File: config.mk
export PLATFORM = sky130hd
export DESIGN_NAME = hjoin_filter
export DESIGN_NICKNAME = d
export VERILOG_FILES = /design/src/rtl/hjf_pkg.sv /design/src/rtl/hjf_hash.sv /design/src/rtl/hjf_bitvec.sv /design/src/rtl/hjf_table.sv /design/src/rtl/hjoin_filter.sv
export SDC_FILE = /design/constraint.sdc
export NUM_CORES = 2
export LEC_CHECK = 0
export BUFFER_PORTS_ARGS = -buffer_cell sky130_fd_sc_hd__buf_2
export CAP_MARGIN = 20
export CORE_MARGIN = 2
export CORE_UTILIZATION = 40
export CTS_CLUSTER_SIZE = 28
export DETAILED_ROUTE_END_ITERATION = 8
export GPL_TIMING_DRIVEN = 0
export HOLD_SLACK_MARGIN = 0.12
export SYNTH_ARGS = -nofsm -noshare
export SYNTH_HDL_FRONTEND = slang
export SYNTH_SLANG_ARGS = --single-unit
File: constraint.sdc
create_clock -name clk_i -period 5.4 [get_ports clk_i]
set_clock_uncertainty 0.2 [all_clocks]
set_input_delay 1.35 -clock clk_i [delete_from_list [all_inputs] [get_ports clk_i]]
set_output_delay 1.35 -clock clk_i [all_outputs]
set_load 0.01 [all_outputs]
File: src/rtl/hjf_pkg.sv
package hjf_pkg;
  typedef enum logic [0:0] {
    ST_IDLE = 1'b0,
    ST_WALK = 1'b1
  } walk_st_e;
endpackage

File: src/rtl/hjf_hash.sv
module hjf_hash #(
  parameter int KEY_W  = 16,
  parameter int FILT_W = 6,
  parameter int HASH_W = 4
) (
  input  logic [KEY_W-1:0]  key_i,
  output logic [FILT_W-1:0] filt_idx_o,
  output logic [HASH_W-1:0] bucket_o
);
  localparam int SLICES = (KEY_W + FILT_W - 1) / FILT_W;
  localparam int PAD_W  = SLICES * FILT_W;

  logic [PAD_W-1:0] key_pad;
  assign key_pad = PAD_W'(key_i);

  always_comb begin
    filt_idx_o = '0;
    for (int s = 0; s < SLICES; s++) begin
      filt_idx_o = filt_idx_o ^ key_pad[s*FILT_W +: FILT_W];
    end
  end

  assign bucket_o = filt_idx_o[HASH_W-1:0];
endmodule

File: src/rtl/hjf_bitvec.sv
module hjf_bitvec #(
  parameter int FILT_W = 6
) (
  input  logic              clk_i,
  input  logic              rst_ni,
  input  logic              clear_i,
  input  logic              set_i,
  input  logic [FILT_W-1:0] idx_i,
  output logic              hit_o
);
  localparam int BITS = 1 << FILT_W;

  logic [BITS-1:0] bits_q;

  for (genvar g = 0; g < BITS; g++) begin : g_bit
    always_ff @(posedge clk_i or negedge rst_ni) begin
      if (!rst_ni) begin
        bits_q[g] <= 1'b0;
      end else if (clear_i) begin
        bits_q[g] <= 1'b0;
      end else if (set_i && (idx_i == FILT_W'(g))) begin
        bits_q[g] <= 1'b1;
      end
    end
  end

  assign hit_o = bits_q[idx_i];
endmodule

File: src/rtl/hjf_table.sv
module hjf_table #(
  parameter int KEY_W  = 16,
  parameter int ROW_W  = 16,
  parameter int HASH_W = 4,
  parameter int DEPTH  = 32,
  localparam int IDX_W = $clog2(DEPTH),
  localparam int PTR_W = IDX_W + 1
) (
  input  logic              clk_i,
  input  logic              rst_ni,
  input  logic              clear_i,
  input  logic              ins_i,
  input  logic [HASH_W-1:0] bucket_i,
  input  logic [KEY_W-1:0]  key_i,
  input  logic [ROW_W-1:0]  row_i,
  output logic [PTR_W-1:0]  head_o,
  input  logic [PTR_W-1:0]  rd_ptr_i,
  output logic [KEY_W-1:0]  rd_key_o,
  output logic [ROW_W-1:0]  rd_row_o,
  output logic [PTR_W-1:0]  rd_next_o
);
  localparam int BUCKETS = 1 << HASH_W;
  localparam logic [PTR_W-1:0] NULL_PTR = '1;
  localparam logic [PTR_W-1:0] DEPTH_P  = PTR_W'(DEPTH);

  logic [PTR_W-1:0] head_q [BUCKETS];
  logic [KEY_W-1:0] key_q  [DEPTH];
  logic [ROW_W-1:0] row_q  [DEPTH];
  logic [PTR_W-1:0] next_q [DEPTH];
  logic [PTR_W-1:0] count_q;
  logic             ins_ok;

  assign ins_ok = ins_i && (count_q != DEPTH_P) && !clear_i;
  assign head_o = head_q[bucket_i];

  always_ff @(posedge clk_i or negedge rst_ni) begin
    if (!rst_ni) begin
      count_q <= '0;
    end else if (clear_i) begin
      count_q <= '0;
    end else if (ins_ok) begin
      count_q <= count_q + 1'b1;
    end
  end

  for (genvar b = 0; b < BUCKETS; b++) begin : g_head
    always_ff @(posedge clk_i or negedge rst_ni) begin
      if (!rst_ni) begin
        head_q[b] <= NULL_PTR;
      end else if (clear_i) begin
        head_q[b] <= NULL_PTR;
      end else if (ins_ok && (bucket_i == HASH_W'(b))) begin
        head_q[b] <= count_q;
      end
    end
  end

  for (genvar e = 0; e < DEPTH; e++) begin : g_entry
    always_ff @(posedge clk_i or negedge rst_ni) begin
      if (!rst_ni) begin
        key_q[e]  <= '0;
        row_q[e]  <= '0;
        next_q[e] <= NULL_PTR;
      end else if (ins_ok && (count_q == PTR_W'(e))) begin
        key_q[e]  <= key_i;
        row_q[e]  <= row_i;
        next_q[e] <= head_q[bucket_i];
      end
    end
  end

  assign rd_key_o  = key_q[rd_ptr_i[IDX_W-1:0]];
  assign rd_row_o  = row_q[rd_ptr_i[IDX_W-1:0]];
  assign rd_next_o = next_q[rd_ptr_i[IDX_W-1:0]];
endmodule

File: src/rtl/hjoin_filter.sv
module hjoin_filter #(
  parameter int KEY_W  = 16,
  parameter int ROW_W  = 16,
  parameter int FILT_W = 6,
  parameter int HASH_W = 4,
  parameter int DEPTH  = 32
) (
  input  logic             clk_i,
  input  logic             rst_ni,
  input  logic             clear_i,
  input  logic             phase_i,
  input  logic             in_valid_i,
  output logic             in_ready_o,
  input  logic [KEY_W-1:0] in_key_i,
  input  logic [ROW_W-1:0] in_row_i,
  output logic             match_valid_o,
  output logic [ROW_W-1:0] match_row_o
);
  import hjf_pkg::*;

  localparam int IDX_W = $clog2(DEPTH);
  localparam int PTR_W = IDX_W + 1;
  localparam logic [PTR_W-1:0] NULL_PTR = '1;

  walk_st_e         state_q;
  logic [PTR_W-1:0] ptr_q;
  logic [KEY_W-1:0] probe_key_q;
  logic [FILT_W-1:0] filt_idx;
  logic [HASH_W-1:0] bucket;
  logic             filt_hit;
  logic             accept, build_acc, probe_acc;
  logic [PTR_W-1:0] head;
  logic [KEY_W-1:0] rd_key;
  logic [ROW_W-1:0] rd_row;
  logic [PTR_W-1:0] rd_next;

  assign in_ready_o = (state_q == ST_IDLE);
  assign accept     = in_valid_i && in_ready_o && !clear_i;
  assign build_acc  = accept && !phase_i;
  assign probe_acc  = accept && phase_i;

  hjf_hash #(.KEY_W(KEY_W), .FILT_W(FILT_W), .HASH_W(HASH_W)) u_hash (
    .key_i      (in_key_i),
    .filt_idx_o (filt_idx),
    .bucket_o   (bucket)
  );

  hjf_bitvec #(.FILT_W(FILT_W)) u_bitvec (
    .clk_i   (clk_i),
    .rst_ni  (rst_ni),
    .clear_i (clear_i),
    .set_i   (build_acc),
    .idx_i   (filt_idx),
    .hit_o   (filt_hit)
  );

  hjf_table #(
    .KEY_W(KEY_W), .ROW_W(ROW_W), .HASH_W(HASH_W), .DEPTH(DEPTH)
  ) u_table (
    .clk_i     (clk_i),
    .rst_ni    (rst_ni),
    .clear_i   (clear_i),
    .ins_i     (build_acc),
    .bucket_i  (bucket),
    .key_i     (in_key_i),
    .row_i     (in_row_i),
    .head_o    (head),
    .rd_ptr_i  (ptr_q),
    .rd_key_o  (rd_key),
    .rd_row_o  (rd_row),
    .rd_next_o (rd_next)
  );

  always_ff @(posedge clk_i or negedge rst_ni) begin
    if (!rst_ni) begin
      state_q       <= ST_IDLE;
      ptr_q         <= NULL_PTR;
      probe_key_q   <= '0;
      match_valid_o <= 1'b0;
      match_row_o   <= '0;
    end else if (clear_i) begin
      state_q       <= ST_IDLE;
      ptr_q         <= NULL_PTR;
      match_valid_o <= 1'b0;
    end else begin
      match_valid_o <= 1'b0;
      case (state_q)
        ST_IDLE: begin
          // filter miss or empty bucket: no walk
          if (probe_acc && filt_hit && (head != NULL_PTR)) begin
            state_q     <= ST_WALK;
            ptr_q       <= head;
            probe_key_q <= in_key_i;
          end
        end
        ST_WALK: begin
          if (rd_key == probe_key_q) begin
            match_valid_o <= 1'b1;
            match_row_o   <= rd_row;
          end
          ptr_q <= rd_next;
          if (rd_next == NULL_PTR) state_q <= ST_IDLE;
        end
        default: state_q <= ST_IDLE;
      endcase
    end
  end
endmodule

=== Word level (Yosys, flattened, before mapping) ===
Cells that the tools add are included.

* Register bits: 1421
* Latch bits: 0
* Memory bits (writable): 0
* Memory bits (read-only): 0
* Input bits: 37
* Output and inout bits: 18
* Memories kept: 0

* Add/sub/neg operators: 1
* $mul: 0
* Div/mod/pow operators: 0
* Order comparisons: 3
* Equality and inequality tests: 114
* Shifts and indexed selects: 0
* Mux-type cells: 186
* Bitwise gates (word level): 6
* Reduce and logical (&&, ||, !) cells: 208

{| class="wikitable"
|+ Operators with widths
! cell !! number
|-
| $mux 6 || 38
|-
| $eq 6x6->1 const B || 33
|-
| $eq 6x5->1 const B || 32
|-
| $reduce_bool 2->1 || 81
|-
| $bmux 16 s5 || 2
|-
| $mux 1 || 135
|-
| $logic_and 1x1->1 || 120
|-
| $eq 6x4->1 const B || 16
|-
| $mux 16 || 4
|-
| $eq 6x3->1 const B || 8
|-
| $eq 4x4->1 const B || 8
|-
| $bmux 6 s5 || 1
|-
| $bmux 6 s4 || 1
|-
| $eq 6x2->1 const B || 4
|-
| $eq 16x16->1 || 1
|-
| $eq 4x3->1 const B || 4
|-
| $eq 6x1->1 const B || 2
|-
| $logic_not 6->1 || 2
|-
| $ne 6x6->1 const B || 2
|-
| $mux 5 || 2
|-
| $pmux 5 s2 || 1
|-
| $eq 4x2->1 const B || 2
|-
| $lt 6x7->1 const B || 1
|-
| $add 6x1->6 const B || 1
|-
| 14 further kinds || 17
|}

=== Depth between registers and ports, before layout ===
* Word-level depth: 11
* Mapped depth: 15

=== Hierarchy ===
From an unflattened synthesis, not the netlist that was laid out.

* Cell total of the unflattened synthesis: 4385
* Area, all modules: 64689.5 um^2

{| class="wikitable"
|+ By module, submodules not included
! module !! times used !! cells an instance !! area each (um^2) !! sequential area each (um^2)
|-
| hjf_table || 1 || 3970 || 59809.9 || 33342.0
|-
| hjf_bitvec || 1 || 277 || 2917.8 || 1601.5
|-
| hjoin_filter || 1 || 128 || 1819.2 || 1008.5
|-
| hjf_hash || 1 || 10 || 142.6 || 0.0
|}

=== Worst setup path before layout ===
OpenSTA, ideal clock, no wires.

* Path type: input port to flip-flop
* Start point: input in_key_i[0]
* End point: register probe_key_q[10]
* Library setup time: 0.125 ns
* Arrival: 4.199 ns
* Setup slack: 0.877 ns
* Stages on the path: 11
* Buffers on the path: 4
* Cells stage by stage: clkbuf_1 > xor2_1 > xnor2_1 > buf_4 > buf_2 > a211oi_1 > nor4_1 > nor2_1 > a41o_1 > buf_2 > mux2_2

* Cells in the longest elaborated chain, start to end: 9

{| class="wikitable"
|+ RTL lines
! what !! line !! source
|-
| start: declaration || hjoin_filter.sv:14 || <nowiki>input logic [KEY_W-1:0] in_key_i,</nowiki>
|-
| $xor 6x6->6 (*) || hjf_hash.sv:19 || <nowiki>filt_idx_o = filt_idx_o ^ key_pad[s*FILT_W +: FILT_W];</nowiki>
|-
| $xor 6x4->6 (*) || hjf_hash.sv:19 ||
|-
| $not 4->5 (not written as such) || hjf_table.sv:34 || <nowiki>assign head_o = head_q[bucket_i];</nowiki>
|-
| $bmux 6 s4 || hjf_table.sv:34 ||
|-
| $mux 6 (not written as such) (2 in a row) || hjf_table.sv:34 ||
|-
| $ne 6x6->1 || hjoin_filter.sv:90 || <nowiki>if (probe_acc && filt_hit && (head != NULL_PTR)) begin</nowiki>
|-
| $logic_and 1x1->1 (*) || hjoin_filter.sv:90 ||
|-
| $reduce_and 3->1 (no line) (*) || -- ||
|-
| end signal: assignment || hjoin_filter.sv:93 || <nowiki>probe_key_q <= in_key_i;</nowiki>
|-
| end: declaration || hjoin_filter.sv:27 || <nowiki>logic [KEY_W-1:0] probe_key_q;</nowiki>
|}

Every way passes the cells marked *; elsewhere a longest branch is shown, timed or not. The select of a mux whose other input is x is not followed.
A chain may end at the register's enable or synchronous reset.

=== Final worst setup path ===
* Start point: register ptr_q[3]
* End point: register match_row_o[8]

* Cells in the longest elaborated chain, start to end: 6

{| class="wikitable"
|+ RTL lines
! what !! line !! source
|-
| start: declaration || hjoin_filter.sv:26 || <nowiki>logic [PTR_W-1:0] ptr_q;</nowiki>
|-
| start signal: assignment || hjoin_filter.sv:101 || <nowiki>ptr_q <= rd_next;</nowiki>
|-
| $not 5->6 (not written as such) (*) || hjf_table.sv:72, hjf_table.sv:73 ||
|-
| $bmux 16 s5 || hjf_table.sv:72 || <nowiki>assign rd_key_o = key_q[rd_ptr_i[IDX_W-1:0]];</nowiki>
|-
| $mux 16 (not written as such) (2 in a row) || hjf_table.sv:72 ||
|-
| $eq 16x16->1 || hjoin_filter.sv:97 || <nowiki>if (rd_key == probe_key_q) begin</nowiki>
|-
| $reduce_and 3->1 (no line) || -- ||
|-
| end signal: assignment || hjoin_filter.sv:99 || <nowiki>match_row_o <= rd_row;</nowiki>
|-
| end: declaration || hjoin_filter.sv:17 || <nowiki>output logic [ROW_W-1:0] match_row_o</nowiki>
|}

Marks and branches as above.

==> report_table.html <==
<table>
<tr><th>Metric</th><th>Value</th></tr>
<tr><th colspan="2">Floorplanning</th></tr>
<tr><td>Core area</td><td>161000 um^2</td></tr>
<tr><td>Die extent in y</td><td>approximately 410 um</td></tr>
<tr><td>Num ports</td><td>55</td></tr>
<tr><td>Die Span X</td><td>406 um</td></tr>
<tr><td>Initial cell density of the core</td><td>40.3%</td></tr>
<tr><td>Std-Cell Rows</td><td>147</td></tr>
<tr><td>Die area</td><td>165000 um^2</td></tr>
<tr><th colspan="2">STA</th></tr>
<tr><td>Fmax</td><td>roughly 190 MHz</td></tr>
<tr><td>Hold Fails Final Rpt</td><td>0</td></tr>
<tr><td>Number of pins exceeding their max-slew limit in the final report</td><td>0</td></tr>
<tr><td>Summed negative setup slack over all endpoints</td><td>0 ns</td></tr>
<tr><td>Max-Slew Margin vs Limit</td><td>15.4%</td></tr>
<tr><td>Slew of the pin with the lowest slew margin</td><td>between 1 and 1.5 ns</td></tr>
<tr><td>Share of the clock period used by the worst path after layout</td><td>99.3%</td></tr>
<tr><td>Setup repair after global routing missed its margin</td><td>no</td></tr>
<tr><td>Final worst slack</td><td>0.0373 ns</td></tr>
<tr><td>Post-layout minimum cycle time</td><td>between 5 and 6 ns</td></tr>
<tr><td>Count of endpoints failing setup in the final report</td><td>0</td></tr>
<tr><th colspan="2">Final layout</th></tr>
<tr><td>Number of diodes added for antenna fixing</td><td>0</td></tr>
<tr><td>Fraction of layout instances using a drive strength above 1</td><td>27.0%</td></tr>
<tr><td>Final instance area</td><td>74000 um^2</td></tr>
<tr><td>Final core area utilization</td><td>46.1%</td></tr>
<tr><td>Area Growth Syn to Fin</td><td>14.4%</td></tr>
<tr><td>Final layout net count</td><td>5940</td></tr>
<tr><td>Number of filler cells placed in the layout</td><td>14600</td></tr>
<tr><th colspan="2">Worst setup path</th></tr>
<tr><td>Buffers plus inverters on the worst setup path</td><td>6</td></tr>
<tr><td>Maximum fanout count along the critical path</td><td>10</td></tr>
<tr><td>R2R setup slack</td><td>0.04 ns</td></tr>
<tr><td>Delay-heaviest family, CP</td><td>buffers and inverters</td></tr>
<tr><td>Worst Path Required</td><td>between 5 and 6 ns</td></tr>
<tr><td>Worst Reg2Reg Path Length in Cells</td><td>13</td></tr>
<tr><td>Capture point of the worst reg-to-reg path</td><td>match_row_o[8]$_DFFE_PN0P_</td></tr>
<tr><td>Data arrival time at the worst-slack endpoint</td><td>5.87 ns</td></tr>
<tr><td>Reg-to-reg critical path startpoint</td><td>ptr_q[3]$_DFFE_PN1P_</td></tr>
<tr><td>Cell chain of the critical path</td><td>clkbuf_1 -&gt; clkbuf_2 -&gt; clkbuf_1 -&gt; a31oi_1 -&gt; nand3_1 -&gt; nand4_1 -&gt; xnor2_1 -&gt; nand4_1 -&gt; nor4_4 -&gt; buf_4 -&gt; buf_6 -&gt; buf_6 -&gt; mux2_1</td></tr>
<tr><td>Critical path launch point type</td><td>flip-flop</td></tr>
<tr><td>WS Path Type</td><td>reg2reg</td></tr>
<tr><td>Cell with the largest stage delay on the worst path</td><td>sky130_fd_sc_hd__clkbuf_1</td></tr>
<tr><td>Biggest cell delay along the critical path</td><td>between 0.8 and 0.9 ns</td></tr>
<tr><td>Kind of end point of the critical path</td><td>flip-flop</td></tr>
<tr><th colspan="2">Yosys</th></tr>
<tr><td>Most common library cells after synthesis</td><td>sky130_fd_sc_hd__nand2_1, sky130_fd_sc_hd__dfrtp_1, sky130_fd_sc_hd__mux2_2</td></tr>
<tr><td>Cell taking the most area after synthesis</td><td>sky130_fd_sc_hd__dfrtp_1</td></tr>
<tr><td>Cell area after synthesis</td><td>64700 um^2</td></tr>
<tr><td>Number of distinct library cells after synthesis</td><td>50</td></tr>
<tr><td>Gate count of the mapped netlist</td><td>5633</td></tr>
<tr><td>Synthesized Nets</td><td>about 5700</td></tr>
<tr><td>Synthesized area per cell</td><td>11.5 um^2</td></tr>
<tr><td>Complex-gate fraction of the synthesized area</td><td>4.15%</td></tr>
<tr><td>Share of synthesized area spent on multiplexers</td><td>23.5%</td></tr>
<tr><td>Post-synth top area share</td><td>43.6%</td></tr>
<tr><td>Count of warnings emitted by yosys</td><td>0</td></tr>
<tr><td>Largest cells by area after synthesis</td><td>sky130_fd_sc_hd__dfrtp_1, sky130_fd_sc_hd__mux4_2, sky130_fd_sc_hd__dfstp_2</td></tr>
<tr><td>Simple-gate share of the synthesized area</td><td>between 10% and 20%</td></tr>
<tr><td>Sequential area share after synthesis</td><td>55.6%</td></tr>
<tr><td>Largest family of logic cells by synthesized area</td><td>multiplexers</td></tr>
<tr><td>Share of synthesized cell area in full adder, half adder and majority cells</td><td>0.0774%</td></tr>
<tr><td>Flip-flop and latch count after synthesis</td><td>1421</td></tr>
<tr><td>Count leader, synth</td><td>sky130_fd_sc_hd__nand2_1</td></tr>
<tr><td>Xor and xnor area share after synthesis</td><td>less than 1%</td></tr>
<tr><td>Top_reg_cell synth</td><td>sky130_fd_sc_hd__dfrtp_1</td></tr>
<tr><td>Number of flops mapped to enable cells by yosys</td><td>0</td></tr>
<tr><td>Async set-or-reset flop fraction in the synthesized netlist</td><td>100%</td></tr>
<tr><th colspan="2">Detailed routing</th></tr>
<tr><td>Drc violations</td><td>0</td></tr>
<tr><td>Drt wl/cell</td><td>~28 um</td></tr>
<tr><td>Vias/cell</td><td>slightly below 6</td></tr>
<tr><td>Detailed-routing iteration count for the pre-antenna-repair pass</td><td>6</td></tr>
<tr><td>Number of nets with antenna violations after routing</td><td>0</td></tr>
<tr><td>Detailed-route wire length</td><td>232 mm</td></tr>
<tr><td>Via count</td><td>47900</td></tr>
<tr><td>Number of DRC markers after the initial detailed-route iteration</td><td>5695</td></tr>
<tr><th colspan="2">Global route</th></tr>
<tr><td>Number of antenna violations at the first check in global routing</td><td>8</td></tr>
<tr><td>Via count of the first global-routing pass</td><td>47200</td></tr>
<tr><td>Overflow after GRT</td><td>0</td></tr>
<tr><td>GR Util All Layers</td><td>28.4%</td></tr>
<tr><td>Wire length of the first global-routing pass</td><td>337 mm</td></tr>
<tr><td>Pin count of the biggest net entering global routing</td><td>175</td></tr>
<tr><th colspan="2">Clock network</th></tr>
<tr><td>Count of hold-fix buffers inserted at cts</td><td>0</td></tr>
<tr><td>Clock-pin slew on the worst setup and hold paths</td><td>0.06 ns</td></tr>
<tr><td>Longest Clk Path Bufs</td><td>3</td></tr>
<tr><td>Worst-Skew Late Latency</td><td>roughly 0.82 ns</td></tr>
<tr><td>CTS Sinks</td><td>1421</td></tr>
<tr><td># H-tree levels</td><td>4</td></tr>
<tr><td>Clock tree from TritonCTS</td><td>built</td></tr>
<tr><td>Clk Tree Root Cell</td><td>sky130_fd_sc_hd__clkbuf_16</td></tr>
<tr><td>Clock buffer count from CTS</td><td>152</td></tr>
<tr><th colspan="2">Power</th></tr>
<tr><td>P per Cell Area</td><td>327 nW/um^2</td></tr>
<tr><td>Leak Pwr</td><td>~36 nW</td></tr>
<tr><td>Total power</td><td>0.0242 W</td></tr>
<tr><td>IR Drop Worst-Case VDD</td><td>slightly below 0.3 mV</td></tr>
<tr><th colspan="2">Placed design</th></tr>
<tr><td>Worst slack after detailed placement</td><td>-1.16 ns</td></tr>
<tr><td>Placed Area</td><td>68700 um^2</td></tr>
<tr><td>Global placement routability congestion</td><td>0.905</td></tr>
<tr><td>Port bufs</td><td>38</td></tr>
<tr><td>Post-DP HPWL</td><td>156 mm</td></tr>
<tr><th colspan="2">Hold path</th></tr>
<tr><td>Depth of the worst hold-timing path</td><td>2</td></tr>
<tr><td>Hold Path Class</td><td>reg2reg</td></tr>
<tr><td>Endpoint with the worst hold slack</td><td>u_table.row_q[450]$_DFFE_PN0P_</td></tr>
<tr><td>Startpoint of the most critical hold path</td><td>u_table.row_q[450]$_DFFE_PN0P_</td></tr>
<tr><th colspan="2">Run status</th></tr>
<tr><td>Run status</td><td>finished clean</td></tr>
<tr><th colspan="2">Run</th></tr>
<tr><td>Number of max-cap violations</td><td>0</td></tr>
</table>
-- state kept, by name, indices dropped and copies added (netlist names), 6 cells and up --
register,cells
match_row_o,16
probe_key_q,16
u_bitvec.bits_q,64
u_table.count_q,6
u_table.head_q,96
u_table.key_q,512
u_table.next_q,192
u_table.row_q,512
-- kinds of logic (layout without fill, tap and decap cells) --
kind of cell               Yosys count  after routing
and+or+nand+nor                   2205           2205
DFF                               1421           1421
muxes                             1021           1021
buffers and inverters              478            854
AOI/OAI and AO/OA                  473            473
xor gates and xnor gates            31             31
adders and majority gates            4              4
-- metal layers --
metal | GRT usage, % | up-vias | part of all wire, %
li1 | - | 19800 | -
met1 | 38.0 | 24900 | 40
met2 | 43.0 | 2559 | 45
met3 | 8.30 | 619 | 11
met4 | 12.1 | 12 | 4.8
met5 | 0 | - | 0.031
-- power by group --
part	leakage [nW]	internal [W]	total (W)	switching [W]
clock network	2.47	0.00610	0.0108	0.00465
logic	14.4	0.000697	0.00233	0.00163
registers	18.7	0.0110	0.0111	0.000157
-- worst max-delay path by stage --
stage	startpoint	to	slack [ns]	depth (start not counted)
2_1_floorplan	in_key_i[0]	probe_key_q[10]$_DFFE_PN0P_	0.88	11
3_3_place_gp	rst_ni	u_table.row_q[139]$_DFFE_PN0P_	-28.93	1
3_5_place_dp	in_key_i[13]	probe_key_q[10]$_DFFE_PN0P_	-1.16	13
4_1_cts	in_key_i[13]	probe_key_q[14]$_DFFE_PN0P_	0.002	13
5_1_grt	ptr_q[0]$_DFFE_PN1P_	match_row_o[7]$_DFFE_PN0P_	0.0003	13
6_report	ptr_q[3]$_DFFE_PN1P_	match_row_o[8]$_DFFE_PN0P_	0.04	13
-- area by class of cell --
| class | count | area (um^2) | share of cell area [%] |
|---|---|---|---|
| flip-flops and latches | 1421 | 35900 | 48.5 |
| multi-input cells | 3734 | 26900 | 36.4 |
| clock buffers | 223 | 4410 | 5.96 |
| well taps | 2160 | 2700 | 3.65 |
| plain buffers | 468 | 1940 | 2.62 |
| repair buffers | 113 | 1440 | 1.95 |
| clock inverters | 41 | 647 | 0.874 |
| inverters | 9 | 33.8 | 0.0456 |
-- cell usage in the layout, fill, tap and decap left out, types with 71 or more instances in the layout --
cell and instances:
sky130_fd_sc_hd__nand2_1 1891, sky130_fd_sc_hd__dfrtp_1 1128, sky130_fd_sc_hd__mux2_2 564, sky130_fd_sc_hd__clkbuf_1 416, sky130_fd_sc_hd__mux4_2 343, sky130_fd_sc_hd__dfstp_2 293, sky130_fd_sc_hd__o21ai_0 265, sky130_fd_sc_hd__clkbuf_16 155
sky130_fd_sc_hd__nor2_1 127, sky130_fd_sc_hd__mux2i_1 105, sky130_fd_sc_hd__nand3_1 104, sky130_fd_sc_hd__a21oi_1 81, sky130_fd_sc_hd__buf_2 71
-- metrics by stage --
| stage | hold WS (ns) | instances |
|---|---|---|
| floorplan | 0.238 | 5633 |
| global placement | 0.253 | 7831 |
| detailed placement | 0.256 | 7897 |
| CTS | 0.271 | 8161 |
| global route | 0.286 | 8169 |
| finish | 0.270 | 8169 |
-- tightest hold or removal path, delay by kind of cell, from the launching register on --
family	cells	cell delay (ns)
simple gates	2	0.11
flops	1	0.33
-- repair_timing --
item / CTS / global route
setup buffers: 1 / 2
pin swaps: 1 / 0
setup endpoints to repair: 36 / 35
resized for setup: 26 / 19
Note: power is estimated with default switching activity, not from simulation.
